==> src/rtl/regbank_pkg.sv <==
package regbank_pkg;

  typedef enum logic [4:0] {
    OP_NOP = 5'd0,
    OP_REP = 5'd1,
    OP_SEP = 5'd2,
    OP_XCE = 5'd3,
    OP_XBA = 5'd4,
    OP_TAX = 5'd5,
    OP_TAY = 5'd6,
    OP_TXA = 5'd7,
    OP_TYA = 5'd8,
    OP_TSX = 5'd9,
    OP_TXS = 5'd10,
    OP_TXY = 5'd11,
    OP_TYX = 5'd12,
    OP_TCD = 5'd13,
    OP_TDC = 5'd14,
    OP_TCS = 5'd15,
    OP_TSC = 5'd16,
    OP_WRA = 5'd17,
    OP_WRX = 5'd18,
    OP_WRY = 5'd19
  } rb_op_e;

  localparam int ST_C = 0;
  localparam int ST_Z = 1;
  localparam int ST_I = 2;
  localparam int ST_D = 3;
  localparam int ST_X = 4;
  localparam int ST_M = 5;
  localparam int ST_V = 6;
  localparam int ST_N = 7;

  localparam logic [7:0] ST_RESET = 8'h34;

  typedef struct packed {
    logic upd;
    logic n;
    logic z;
  } rb_nz_t;

endpackage

==> src/rtl/rb_mover.sv <==
module rb_mover
  import regbank_pkg::*;
#(
  parameter int DW = 16
) (
  input  rb_op_e        op_i,
  input  logic [DW-1:0] data_i,
  input  logic [DW-1:0] acc_i,
  input  logic [DW-1:0] xr_i,
  input  logic [DW-1:0] yr_i,
  input  logic [DW-1:0] sp_i,
  input  logic [DW-1:0] dp_i,
  input  logic          mf_i,
  input  logic          xf_i,
  output logic          acc_we_o,
  output logic [DW-1:0] acc_nx_o,
  output logic [1:0]    idx_we_o,
  output logic [DW-1:0] x_nx_o,
  output logic [DW-1:0] y_nx_o,
  output logic          sp_we_o,
  output logic [DW-1:0] sp_nx_o,
  output logic          dp_we_o,
  output logic [DW-1:0] dp_nx_o,
  output rb_nz_t        nz_o
);

  localparam int HW = DW / 2;

  function automatic rb_nz_t nz_of(input logic [DW-1:0] v, input logic narrow);
    rb_nz_t r;
    r.upd = 1'b1;
    if (narrow) begin
      r.n = v[HW-1];
      r.z = (v[HW-1:0] == '0);
    end else begin
      r.n = v[DW-1];
      r.z = (v == '0);
    end
    return r;
  endfunction

  function automatic logic [DW-1:0] idx_fit(input logic [DW-1:0] v, input logic narrow);
    return narrow ? {{HW{1'b0}}, v[HW-1:0]} : v;
  endfunction

  function automatic logic [DW-1:0] acc_fit(input logic [DW-1:0] v, input logic [DW-1:0] old,
                                            input logic narrow);
    return narrow ? {old[DW-1:HW], v[HW-1:0]} : v;
  endfunction

  always_comb begin
    acc_we_o = 1'b0;
    idx_we_o = 2'b00;
    sp_we_o  = 1'b0;
    dp_we_o  = 1'b0;
    acc_nx_o = acc_i;
    x_nx_o   = xr_i;
    y_nx_o   = yr_i;
    sp_nx_o  = sp_i;
    dp_nx_o  = dp_i;
    nz_o     = '0;
    case (op_i)
      OP_XBA: begin
        acc_we_o = 1'b1;
        acc_nx_o = {acc_i[HW-1:0], acc_i[DW-1:HW]};
        nz_o     = nz_of({{HW{1'b0}}, acc_i[DW-1:HW]}, 1'b1);
      end
      OP_WRA: begin
        acc_we_o = 1'b1;
        acc_nx_o = acc_fit(data_i, acc_i, mf_i);
        nz_o     = nz_of(data_i, mf_i);
      end
      OP_TXA: begin
        acc_we_o = 1'b1;
        acc_nx_o = acc_fit(xr_i, acc_i, mf_i);
        nz_o     = nz_of(xr_i, mf_i);
      end
      OP_TYA: begin
        acc_we_o = 1'b1;
        acc_nx_o = acc_fit(yr_i, acc_i, mf_i);
        nz_o     = nz_of(yr_i, mf_i);
      end
      OP_TDC: begin
        acc_we_o = 1'b1;
        acc_nx_o = dp_i;
        nz_o     = nz_of(dp_i, 1'b0);
      end
      OP_TSC: begin
        acc_we_o = 1'b1;
        acc_nx_o = sp_i;
        nz_o     = nz_of(sp_i, 1'b0);
      end
      OP_WRX: begin
        idx_we_o[0] = 1'b1;
        x_nx_o      = idx_fit(data_i, xf_i);
        nz_o        = nz_of(data_i, xf_i);
      end
      OP_TAX: begin
        idx_we_o[0] = 1'b1;
        x_nx_o      = idx_fit(acc_i, xf_i);
        nz_o        = nz_of(acc_i, xf_i);
      end
      OP_TSX: begin
        idx_we_o[0] = 1'b1;
        x_nx_o      = idx_fit(sp_i, xf_i);
        nz_o        = nz_of(sp_i, xf_i);
      end
      OP_TYX: begin
        idx_we_o[0] = 1'b1;
        x_nx_o      = idx_fit(yr_i, xf_i);
        nz_o        = nz_of(yr_i, xf_i);
      end
      OP_WRY: begin
        idx_we_o[1] = 1'b1;
        y_nx_o      = idx_fit(data_i, xf_i);
        nz_o        = nz_of(data_i, xf_i);
      end
      OP_TAY: begin
        idx_we_o[1] = 1'b1;
        y_nx_o      = idx_fit(acc_i, xf_i);
        nz_o        = nz_of(acc_i, xf_i);
      end
      OP_TXY: begin
        idx_we_o[1] = 1'b1;
        y_nx_o      = idx_fit(xr_i, xf_i);
        nz_o        = nz_of(xr_i, xf_i);
      end
      OP_TXS: begin
        sp_we_o = 1'b1;
        sp_nx_o = xr_i;
        nz_o    = nz_of(xr_i, 1'b0);
      end
      OP_TCS: begin
        sp_we_o = 1'b1;
        sp_nx_o = acc_i;
      end
      OP_TCD: begin
        dp_we_o = 1'b1;
        dp_nx_o = acc_i;
        nz_o    = nz_of(acc_i, 1'b0);
      end
      default: ;
    endcase
  end

endmodule

==> src/rtl/rb_status.sv <==
module rb_status
  import regbank_pkg::*;
(
  input  logic       clk,
  input  logic       rst_n,
  input  rb_op_e     op_i,
  input  logic [7:0] mask_i,
  input  rb_nz_t     nz_i,
  output logic [7:0] p_o,
  output logic       e_o,
  output logic       x_next_o
);

  logic [7:0] p_q, p_d;
  logic       e_q, e_d;
  logic       st_en;

  always_comb begin
    p_d = p_q;
    e_d = e_q;
    case (op_i)
      OP_REP: p_d = p_q & ~mask_i;
      OP_SEP: p_d = p_q | mask_i;
      OP_XCE: begin
        e_d       = p_q[ST_C];
        p_d[ST_C] = e_q;
      end
      default: ;
    endcase
    if (nz_i.upd) begin
      p_d[ST_N] = nz_i.n;
      p_d[ST_Z] = nz_i.z;
    end
    if (e_d) begin
      p_d[ST_M] = 1'b1;
      p_d[ST_X] = 1'b1;
    end
  end

  assign st_en = (op_i != OP_NOP);

  always_ff @(posedge clk or negedge rst_n) begin
    if (!rst_n) begin
      p_q <= ST_RESET;
      e_q <= 1'b1;
    end else if (st_en) begin
      p_q <= p_d;
      e_q <= e_d;
    end
  end

  assign p_o      = p_q;
  assign e_o      = e_q;
  assign x_next_o = p_d[ST_X];

  AST_REP_CLEARS: assert property (@(posedge clk) disable iff (!rst_n)
    (op_i == OP_REP && !e_q) |=> ((p_q & $past(mask_i)) == 8'h00));
  AST_SEP_SETS: assert property (@(posedge clk) disable iff (!rst_n)
    (op_i == OP_SEP) |=> ((p_q & $past(mask_i)) == $past(mask_i)));
  AST_EMU_WIDTH: assert property (@(posedge clk) disable iff (!rst_n)
    e_q |-> (p_q[ST_M] && p_q[ST_X]));
  AST_XCE_SWAP: assert property (@(posedge clk) disable iff (!rst_n)
    (op_i == OP_XCE) |=> (e_q == $past(p_q[ST_C]) && p_q[ST_C] == $past(e_q)));

endmodule

==> src/rtl/rb_store.sv <==
module rb_store #(
  parameter int DW = 16
) (
  input  logic          clk,
  input  logic          rst_n,
  input  logic          xf_i,
  input  logic          x_next_i,
  input  logic          acc_we_i,
  input  logic [DW-1:0] acc_nx_i,
  input  logic [1:0]    idx_we_i,
  input  logic [DW-1:0] x_nx_i,
  input  logic [DW-1:0] y_nx_i,
  input  logic          sp_we_i,
  input  logic [DW-1:0] sp_nx_i,
  input  logic          dp_we_i,
  input  logic [DW-1:0] dp_nx_i,
  output logic [DW-1:0] acc_o,
  output logic [DW-1:0] x_o,
  output logic [DW-1:0] y_o,
  output logic [DW-1:0] sp_o,
  output logic [DW-1:0] dp_o
);

  localparam int HW   = DW / 2;
  localparam int NIDX = 2;

  logic [DW-1:0] acc_q, sp_q, dp_q;
  logic [DW-1:0] idx_q [NIDX];
  logic [DW-1:0] idx_d [NIDX];
  logic [DW-1:0] idx_nx [NIDX];
  logic [NIDX-1:0] idx_en;

  assign idx_nx[0] = x_nx_i;
  assign idx_nx[1] = y_nx_i;

  generate
    for (genvar gi = 0; gi < NIDX; gi++) begin : g_idx
      always_comb begin
        idx_d[gi] = idx_we_i[gi] ? idx_nx[gi] : idx_q[gi];
        if (x_next_i) idx_d[gi][DW-1:HW] = '0;
      end

      assign idx_en[gi] = idx_we_i[gi] | x_next_i;

      always_ff @(posedge clk or negedge rst_n) begin
        if (!rst_n) idx_q[gi] <= '0;
        else if (idx_en[gi]) idx_q[gi] <= idx_d[gi];
      end
    end
  endgenerate

  always_ff @(posedge clk or negedge rst_n) begin
    if (!rst_n) acc_q <= '0;
    else if (acc_we_i) acc_q <= acc_nx_i;
  end

  always_ff @(posedge clk or negedge rst_n) begin
    if (!rst_n) sp_q <= '0;
    else if (sp_we_i) sp_q <= sp_nx_i;
  end

  always_ff @(posedge clk or negedge rst_n) begin
    if (!rst_n) dp_q <= '0;
    else if (dp_we_i) dp_q <= dp_nx_i;
  end

  assign acc_o = acc_q;
  assign x_o   = idx_q[0];
  assign y_o   = idx_q[1];
  assign sp_o  = sp_q;
  assign dp_o  = dp_q;

  AST_IDX_NARROW: assert property (@(posedge clk) disable iff (!rst_n)
    xf_i |-> (idx_q[0][DW-1:HW] == '0 && idx_q[1][DW-1:HW] == '0));

endmodule

==> src/rtl/cpu_regbank.sv <==
module cpu_regbank
  import regbank_pkg::*;
#(
  parameter int DW = 16
) (
  input  logic          clk,
  input  logic          rst_n,
  input  logic          cmd_valid,
  input  logic [4:0]    cmd_op,
  input  logic [7:0]    cmd_mask,
  input  logic [DW-1:0] cmd_data,
  output logic [DW-1:0] acc_o,
  output logic [DW-1:0] x_o,
  output logic [DW-1:0] y_o,
  output logic [DW-1:0] sp_o,
  output logic [DW-1:0] dp_o,
  output logic [7:0]    status_o,
  output logic          emu_o,
  output logic          flag_n_o,
  output logic          flag_z_o
);

  localparam int HW = DW / 2;

  rb_op_e        op_eff;
  rb_nz_t        nz;
  logic [7:0]    p_q;
  logic          e_q, x_next;
  logic          acc_we, sp_we, dp_we;
  logic [1:0]    idx_we;
  logic [DW-1:0] acc_nx, x_nx, y_nx, sp_nx, dp_nx;

  assign op_eff = cmd_valid ? rb_op_e'(cmd_op) : OP_NOP;

  rb_mover #(.DW(DW)) u_mover (
    .op_i     (op_eff),
    .data_i   (cmd_data),
    .acc_i    (acc_o),
    .xr_i     (x_o),
    .yr_i     (y_o),
    .sp_i     (sp_o),
    .dp_i     (dp_o),
    .mf_i     (p_q[ST_M]),
    .xf_i     (p_q[ST_X]),
    .acc_we_o (acc_we),
    .acc_nx_o (acc_nx),
    .idx_we_o (idx_we),
    .x_nx_o   (x_nx),
    .y_nx_o   (y_nx),
    .sp_we_o  (sp_we),
    .sp_nx_o  (sp_nx),
    .dp_we_o  (dp_we),
    .dp_nx_o  (dp_nx),
    .nz_o     (nz)
  );

  rb_status u_status (
    .clk      (clk),
    .rst_n    (rst_n),
    .op_i     (op_eff),
    .mask_i   (cmd_mask),
    .nz_i     (nz),
    .p_o      (p_q),
    .e_o      (e_q),
    .x_next_o (x_next)
  );

  rb_store #(.DW(DW)) u_store (
    .clk      (clk),
    .rst_n    (rst_n),
    .xf_i     (p_q[ST_X]),
    .x_next_i (x_next),
    .acc_we_i (acc_we),
    .acc_nx_i (acc_nx),
    .idx_we_i (idx_we),
    .x_nx_i   (x_nx),
    .y_nx_i   (y_nx),
    .sp_we_i  (sp_we),
    .sp_nx_i  (sp_nx),
    .dp_we_i  (dp_we),
    .dp_nx_i  (dp_nx),
    .acc_o    (acc_o),
    .x_o      (x_o),
    .y_o      (y_o),
    .sp_o     (sp_o),
    .dp_o     (dp_o)
  );

  assign status_o = p_q;
  assign emu_o    = e_q;
  assign flag_n_o = p_q[ST_N];
  assign flag_z_o = p_q[ST_Z];

  AST_B_KEPT: assert property (@(posedge clk) disable iff (!rst_n)
    (cmd_valid && status_o[ST_M] &&
     (cmd_op == 5'd7 || cmd_op == 5'd8 || cmd_op == 5'd17))
    |=> $stable(acc_o[DW-1:HW]));
  AST_TCS_QUIET: assert property (@(posedge clk) disable iff (!rst_n)
    (cmd_valid && cmd_op == 5'd15) |=> ($stable(status_o) && $stable(emu_o)));
  AST_TCS_FULL: assert property (@(posedge clk) disable iff (!rst_n)
    (cmd_valid && cmd_op == 5'd15) |=> (sp_o == $past(acc_o)));
  AST_IDLE_HOLD: assert property (@(posedge clk) disable iff (!rst_n)
    !cmd_valid |=> ($stable(acc_o) && $stable(status_o) && $stable(emu_o) &&
                    $stable(sp_o) && $stable(dp_o)));

endmodule

==> config.mk <==
export PLATFORM = sky130hd
export DESIGN_NAME = cpu_regbank
export DESIGN_NICKNAME = d
export VERILOG_FILES = /design/src/rtl/regbank_pkg.sv /design/src/rtl/rb_mover.sv /design/src/rtl/rb_status.sv /design/src/rtl/rb_store.sv /design/src/rtl/cpu_regbank.sv
export SDC_FILE = /design/constraint.sdc
export NUM_CORES = 1
export LEC_CHECK = 0
export ABC_CLOCK_PERIOD_IN_PS = 3050
export BUFFER_PORTS_ARGS = -buffer_cell sky130_fd_sc_hd__buf_2
export CAP_MARGIN = 20
export CORE_MARGIN = 5
export CORE_UTILIZATION = 58
export DETAILED_ROUTE_END_ITERATION = 7
export PLACE_DENSITY = 0.81
export SLEW_MARGIN = 10
export SYNTH_ARGS = -nofsm -noshare
export SYNTH_HDL_FRONTEND = slang
export SYNTH_HIERARCHICAL = 1
export SYNTH_SLANG_ARGS = --single-unit
==> constraint.sdc <==
create_clock -name clk -period 3.05 [get_ports clk]
set_input_delay 0.4575 -clock clk [delete_from_list [all_inputs] [get_ports clk]]
set_output_delay 0.4575 -clock clk [all_outputs]
set_load 0.02 [all_outputs]
---- After elaboration in Yosys (flattened, before gate mapping) ----
Cells that the tools add are included.
storage, ports and cells
  flip-flop bits (word level) ............. 89
  bits of input ports ..................... 32
  output and inout port bits .............. 91
  word-level logic and storage cells ...... 121
operators by class
  equality and inequality tests ........... 22
  mux-type cells .......................... 37
  bitwise operators ....................... 5
  reduce and logical (&&, ||, !) cells .... 43
operators with widths
  cell                count
  $mux 16             10
  $logic_not 16->1    6
  $pmux 16 s6         1
  $pmux 16 s4         1
  $logic_not 8->1     6
  $pmux 16 s3         1
  $eq 5x4->1 const B  8
  $pmux 3 s13         1
  $pmux 16 s2         1
  $eq 5x3->1 const B  4
  $eq 5x5->1 const B  4
  $mux 2              9
  $mux 8              2
  $pmux 7 s2          1
  $reduce_and 2->1    7
  $reduce_and 3->1    4
  $reduce_bool 3->1   4
  $eq 5x2->1 const B  2
  $reduce_bool 5->1   2
  $and 8x8->8         1
  $mux 1              8
  $not 8->8           1
  $or 8x8->8          1
  $reduce_bool 2->1   4
  12 further kinds    18

---- Depth between registers and ports, before layout ----
  depth after elaboration ................. 6
  mapped depth ............................ 12
  gate-level depth less buffers ........... 8

---- Cells and area by module ----
Netlist, hierarchy kept.
by module, submodules not included
  module       times used  cells each  area an instance (um^2)  seq. area each (um^2)
  rb_store     1           188         3235.6                   2001.9
  rb_mover     1           456         3158.0                   0.0
  rb_status    1           61          543.0                    230.2
  cpu_regbank  1           7           46.3                     0.0

---- Worst setup path before layout ----
OpenSTA, ideal clock, no wires.
  kind .................................... input to register
  from .................................... input port cmd_op[3]
  to ...................................... register u_store.sp_q[10] (netlist: u_store/sp_o[10])
  setup time .............................. 0.125 ns
  data arrival time ....................... 2.434 ns
  data required time ...................... 2.925 ns
  slack ................................... 0.491 ns
  cell stages on the path ................. 11
  buffers on the path ..................... 5
  path through ............................ and2_1 buf_4 or3b_1 buf_4 nor2_4 nor2_2 buf_2 inv_1 buf_6 buf_12 mux2_4
between the ends
  cells in the longest elaborated chain, start to end .. 5
  elaborated cells on any way between the ends .. 8
  classes of those cells .................. 2 x eq/ne; 3 x mux; 3 x reduce/logical
ends and longest elaborated chain
  element                       line               source
  start: declaration            cpu_regbank.sv:9   input logic [4:0] cmd_op,
  $mux 5 *                      cpu_regbank.sv:33  assign op_eff = cmd_valid ? rb_op_e'(cmd_op) : OP_NOP;
  $eq 5x4->1                    rb_mover.sv:62     case (op_i)
  $reduce_or 2->1 (no line) *   --
  $mux 1 *                      rb_mover.sv:62
  net sp_we                     cpu_regbank.sv:29  logic acc_we, sp_we, dp_we;
  $reduce_and 2->1 (no line) *  --
  end signal: assignment        rb_store.sv:59     else if (sp_we_i) sp_q <= sp_nx_i;
  end: declaration              rb_store.sv:27     logic [DW-1:0] acc_q, sp_q, dp_q;
Mark *: on every way through the listed nets, which the timed path passes. The rest lies on a longest branch.
A chain may end at the register's enable or synchronous reset.

---- Worst setup path after layout ----
  from .................................... input port cmd_valid
  to ...................................... register u_store.sp_q[8] (netlist: u_store/sp_o[8])
between the ends
  cells in the longest elaborated chain, start to end .. 5
  elaborated cells on any way between the ends .. 8
  classes of those cells .................. 2 x eq/ne; 3 x mux; 3 x reduce/logical
ends and longest elaborated chain
  element                       line               source
  start: declaration            cpu_regbank.sv:8   input logic cmd_valid,
  $mux 5 *                      cpu_regbank.sv:33
  net op_eff[4]                 cpu_regbank.sv:25  rb_op_e op_eff;
  $eq 5x4->1                    rb_mover.sv:62
  $reduce_or 2->1 (no line) *   --
  $mux 1 *                      rb_mover.sv:62
  net sp_we                     cpu_regbank.sv:29
  $reduce_and 2->1 (no line) *  --
Marks and branches as above.

==> out/results.tsv <==
stage	metric	value	unit
run	cap_violations	0	
clocking	post_cts.repair.setup_buffers	0	
global_route	first_global_vias	6531	
logic_synthesis	yosys-top-cells-count	a22oi_1, dfrtp_1, mux2_2	
setup_path	path_max_fanout	17	
logic_synthesis	yosysTopAreaCellShare	0.3046	
timing	worst_slew_pin_slew	871.9	ps
routing	ant_nets	0	
placement	placedInstanceArea	7680	um^2
logic_synthesis	syn-num-nets	744	
routing	met1_length	10090	um
clocking	cts_resized	0	
layout	layout.nets	862	
setup_path	r2r_end	u_status/p_o[1]	
power_and_ir_drop	comb_power_share	0.330	
global_route	antenna_found_initial	0	
floorplan	rows	40	
power_and_ir_drop	power.switching	1.749	mW
floorplan	fp.dieH	119.7	um
setup_path	endpoint	u_store/sp_o[8]	
run_status	violations	design-rule violations	
logic_synthesis	synth_edf_count	0	
routing	wl_per_cell	25.19	um
routing	drc	10	
layout	n_fill_cell	960	
logic_synthesis	ys_warn_count	6	
run_status	status	finished, violations left	
clocking	cts_buffers	9	
power_and_ir_drop	power_density	539.3	nW/um^2
clocking	htreeDepth	3	
clocking	cts_tree	yes	
layout	final_area	8000	um^2
clocking	postCtsHoldBufs	0	
global_route	grt_overflow_total	0	
logic_synthesis	async_flop_share	1.000	
power_and_ir_drop	pwr-share-clk	0.279	
routing	totalWireLength	24740	um
routing	routed-wl-met2	11400	um
timing	max_freq	382.0	MHz
layout	diodes	0	
setup_path	crit_arrival	2850	ps
timing	timing.final.crit_share	0.8584	
routing	route.vias.total	6894	
timing	drv_slew	0	
clocking	clock_latency	350	ps
logic_synthesis	syn_inst	712	
logic_synthesis	ys_seq_area_frac	0.3197	
placement	portBuffers	122	
logic_synthesis	ys_top_cells_by_area	dfrtp_1, mux2_2, a22oi_1	
placement	dp_hpwl	17740	um
power_and_ir_drop	p_sw_frac	0.4055	
hold_path	hp-class	in2async	
global_route	grt_start_max_net_pins	62	
logic_synthesis	synth_top_cell_by_area	dfrtp_1	
timing	hold_ws	190.8	ps
global_route	grt_usage	0.3388	
clocking	cts_sinks	89	
clocking	cts_buffer_depth	2	
power_and_ir_drop	power.leakage	3.929	nW
floorplan	initial_utilization	0.5862	
logic_synthesis	syn-cell-area	6983	um^2
timing	tns	0	ps
layout	syn_to_final_growth	14.57	%
logic_synthesis	avgSynthCellArea	9.808	um^2
setup_path	r2r-start	u_store/acc_o[12]	
layout	drive_gt1_frac	0.3892	
floorplan	core	11910	um^2
routing	dr_wl_met3	2558	um
logic_synthesis	yosysMostFrequentCell	a22oi_1	
global_route	grt_pass1_wl	37970	um
setup_path	startpoint	cmd_valid	
setup_path	required	3290	ps
power_and_ir_drop	seqPwrFrac	0.391	
timing	rsz0062_at_grt	no	
setup_path	cp-start-kind	input port	
clocking	cts-root-buf	clkbuf_16	
power_and_ir_drop	p_int	2.565	mW
timing	setup_viol	0	
timing	period_minus_slack	2618	ps
setup_path	crit_type	in2reg	
floorplan	ios	123	
placement	routabilityCongestion	1.017	
setup_path	end_kind	flip-flop	
routing	drtIter0Drc	1098	
routing	viasPerCell	7.020	
logic_synthesis	synth_cell_types	66	
logic_synthesis	synth_seq_cells	89	
clocking	clk_pin_slew	70	ps
floorplan	die_area	14330	um^2
logic_synthesis	synth-main-ff-cell	dfrtp_1	
setup_path	ff2ff_path_depth	7	
floorplan	die_w	119.7	um
placement	dp_slack	153.7	ps
setup_path	r2r_slack	730	ps
timing	hold_violations	0	
timing	clock_skew	7.416	ps
power_and_ir_drop	ir_worst_vdd	0.0005530	V
timing	timing.slew.headroom	0.4181	
timing	setup_ws	432.0	ps
routing	firstDrtPassIters	8	
routing	top_layer_used	met4	
critical path, stage by stage:
cell    delay (ps)
buf_2          110
and2_1         390
or3b_1         470
nor2_4          60
nor2_2         670
inv_1           90
buf_4          270
mux2_4         330
metal layers:
| metal | track usage | vias to the layer above |
|---|---|---|
| met2 | 0.5275 | 500 |
| met1 | 0.4807 | 3366 |
| met5 | 0 | - |
| li1 | - | 2957 |
| met4 | 0.1188 | 0 |
| met3 | 0.05325 | 71 |
power groups by stage:
stage | Sequential, mW | Clock [mW] | Combinational, mW
CTS | 1.67 | 1.22 | 1.39
global route | 1.71 | 1.27 | 1.49
detailed placement | 1.69 | 0 | 1.38
floorplan | 1.66 | 0 | 0.839
finish | 1.69 | 1.20 | 1.42
global placement | 1.69 | 0 | 1.36
final cells by class:
| type | instances | area, um^2 | share of cell area |
|---|---|---|---|
| multi-input cells | 552 | 4239 | 0.5299 |
| flip-flops and latches | 89 | 2232 | 0.2790 |
| repair buffers | 169 | 991.0 | 0.1239 |
| clock buffers | 9 | 225.2 | 0.02815 |
| well taps | 147 | 183.9 | 0.02299 |
| clock inverters | 7 | 95.09 | 0.01189 |
| inverters | 9 | 33.78 | 0.004223 |
per-stage QoR:
stage,total power [mW],std cells,util
2_1_floorplan,2.497,712,-
3_3_place_gp,3.044,965,0.6441
3_5_place_dp,3.069,966,0.6447
4_1_cts,4.273,982,0.6716
5_1_grt,4.471,982,0.6716
6_report,4.314,982,0.6716
placed cells by master, fill, tap and decap left out, drive strengths merged, types with 3 or more instances in the layout:
cell / instances
a22o: 3
dfstp: 4
nor3: 8
mux2i: 18
nand4: 3
nand2b: 3
a31oi: 18
a22oi: 109
dfrtp: 85
o211ai: 5
nand3: 22
or3: 3
inv: 13
buf: 169
mux2: 109
nor4: 26
clkbuf: 9
and2: 8
a21o: 22
and3: 3
nand2: 69
nor2: 51
nor2b: 5
o21ai: 16
a21oi: 23
kinds of logic after synthesis:
logic type	after synthesis	synth area share
AO/OA/AOI/OAI	212	0.2179
XOR/XNOR	2	0.002509
buffers and inverters	71	0.07400
flip-flops	89	0.3197
multiplexers	127	0.2199
AND/OR/NAND/NOR	211	0.1661
flip-flops by register name (all words and copies together), names as in the netlist:
signal         flops
u_store/acc_o     16
u_store/dp_o      16
u_store/sp_o      16
u_store/x_o       16
u_store/y_o       16
u_status/p_o       8
u_status/e_o       1
worst min path at each step:
stage                          startpoint               to  slack [ps]  depth (start not counted)
after floorplan                     rst_n  u_status/p_o[0]         160                          0
after global placement    u_status/p_o[3]  u_status/p_o[3]         520                          2
after detailed placement  u_status/p_o[2]  u_status/p_o[2]         520                          2
after CTS                           rst_n  u_store/y_o[14]         220                          1
after global routing                rst_n  u_store/y_o[14]         260                          1
final                               rst_n  u_store/y_o[14]         190                          1
Note: power is estimated with default switching activity, not from simulation.
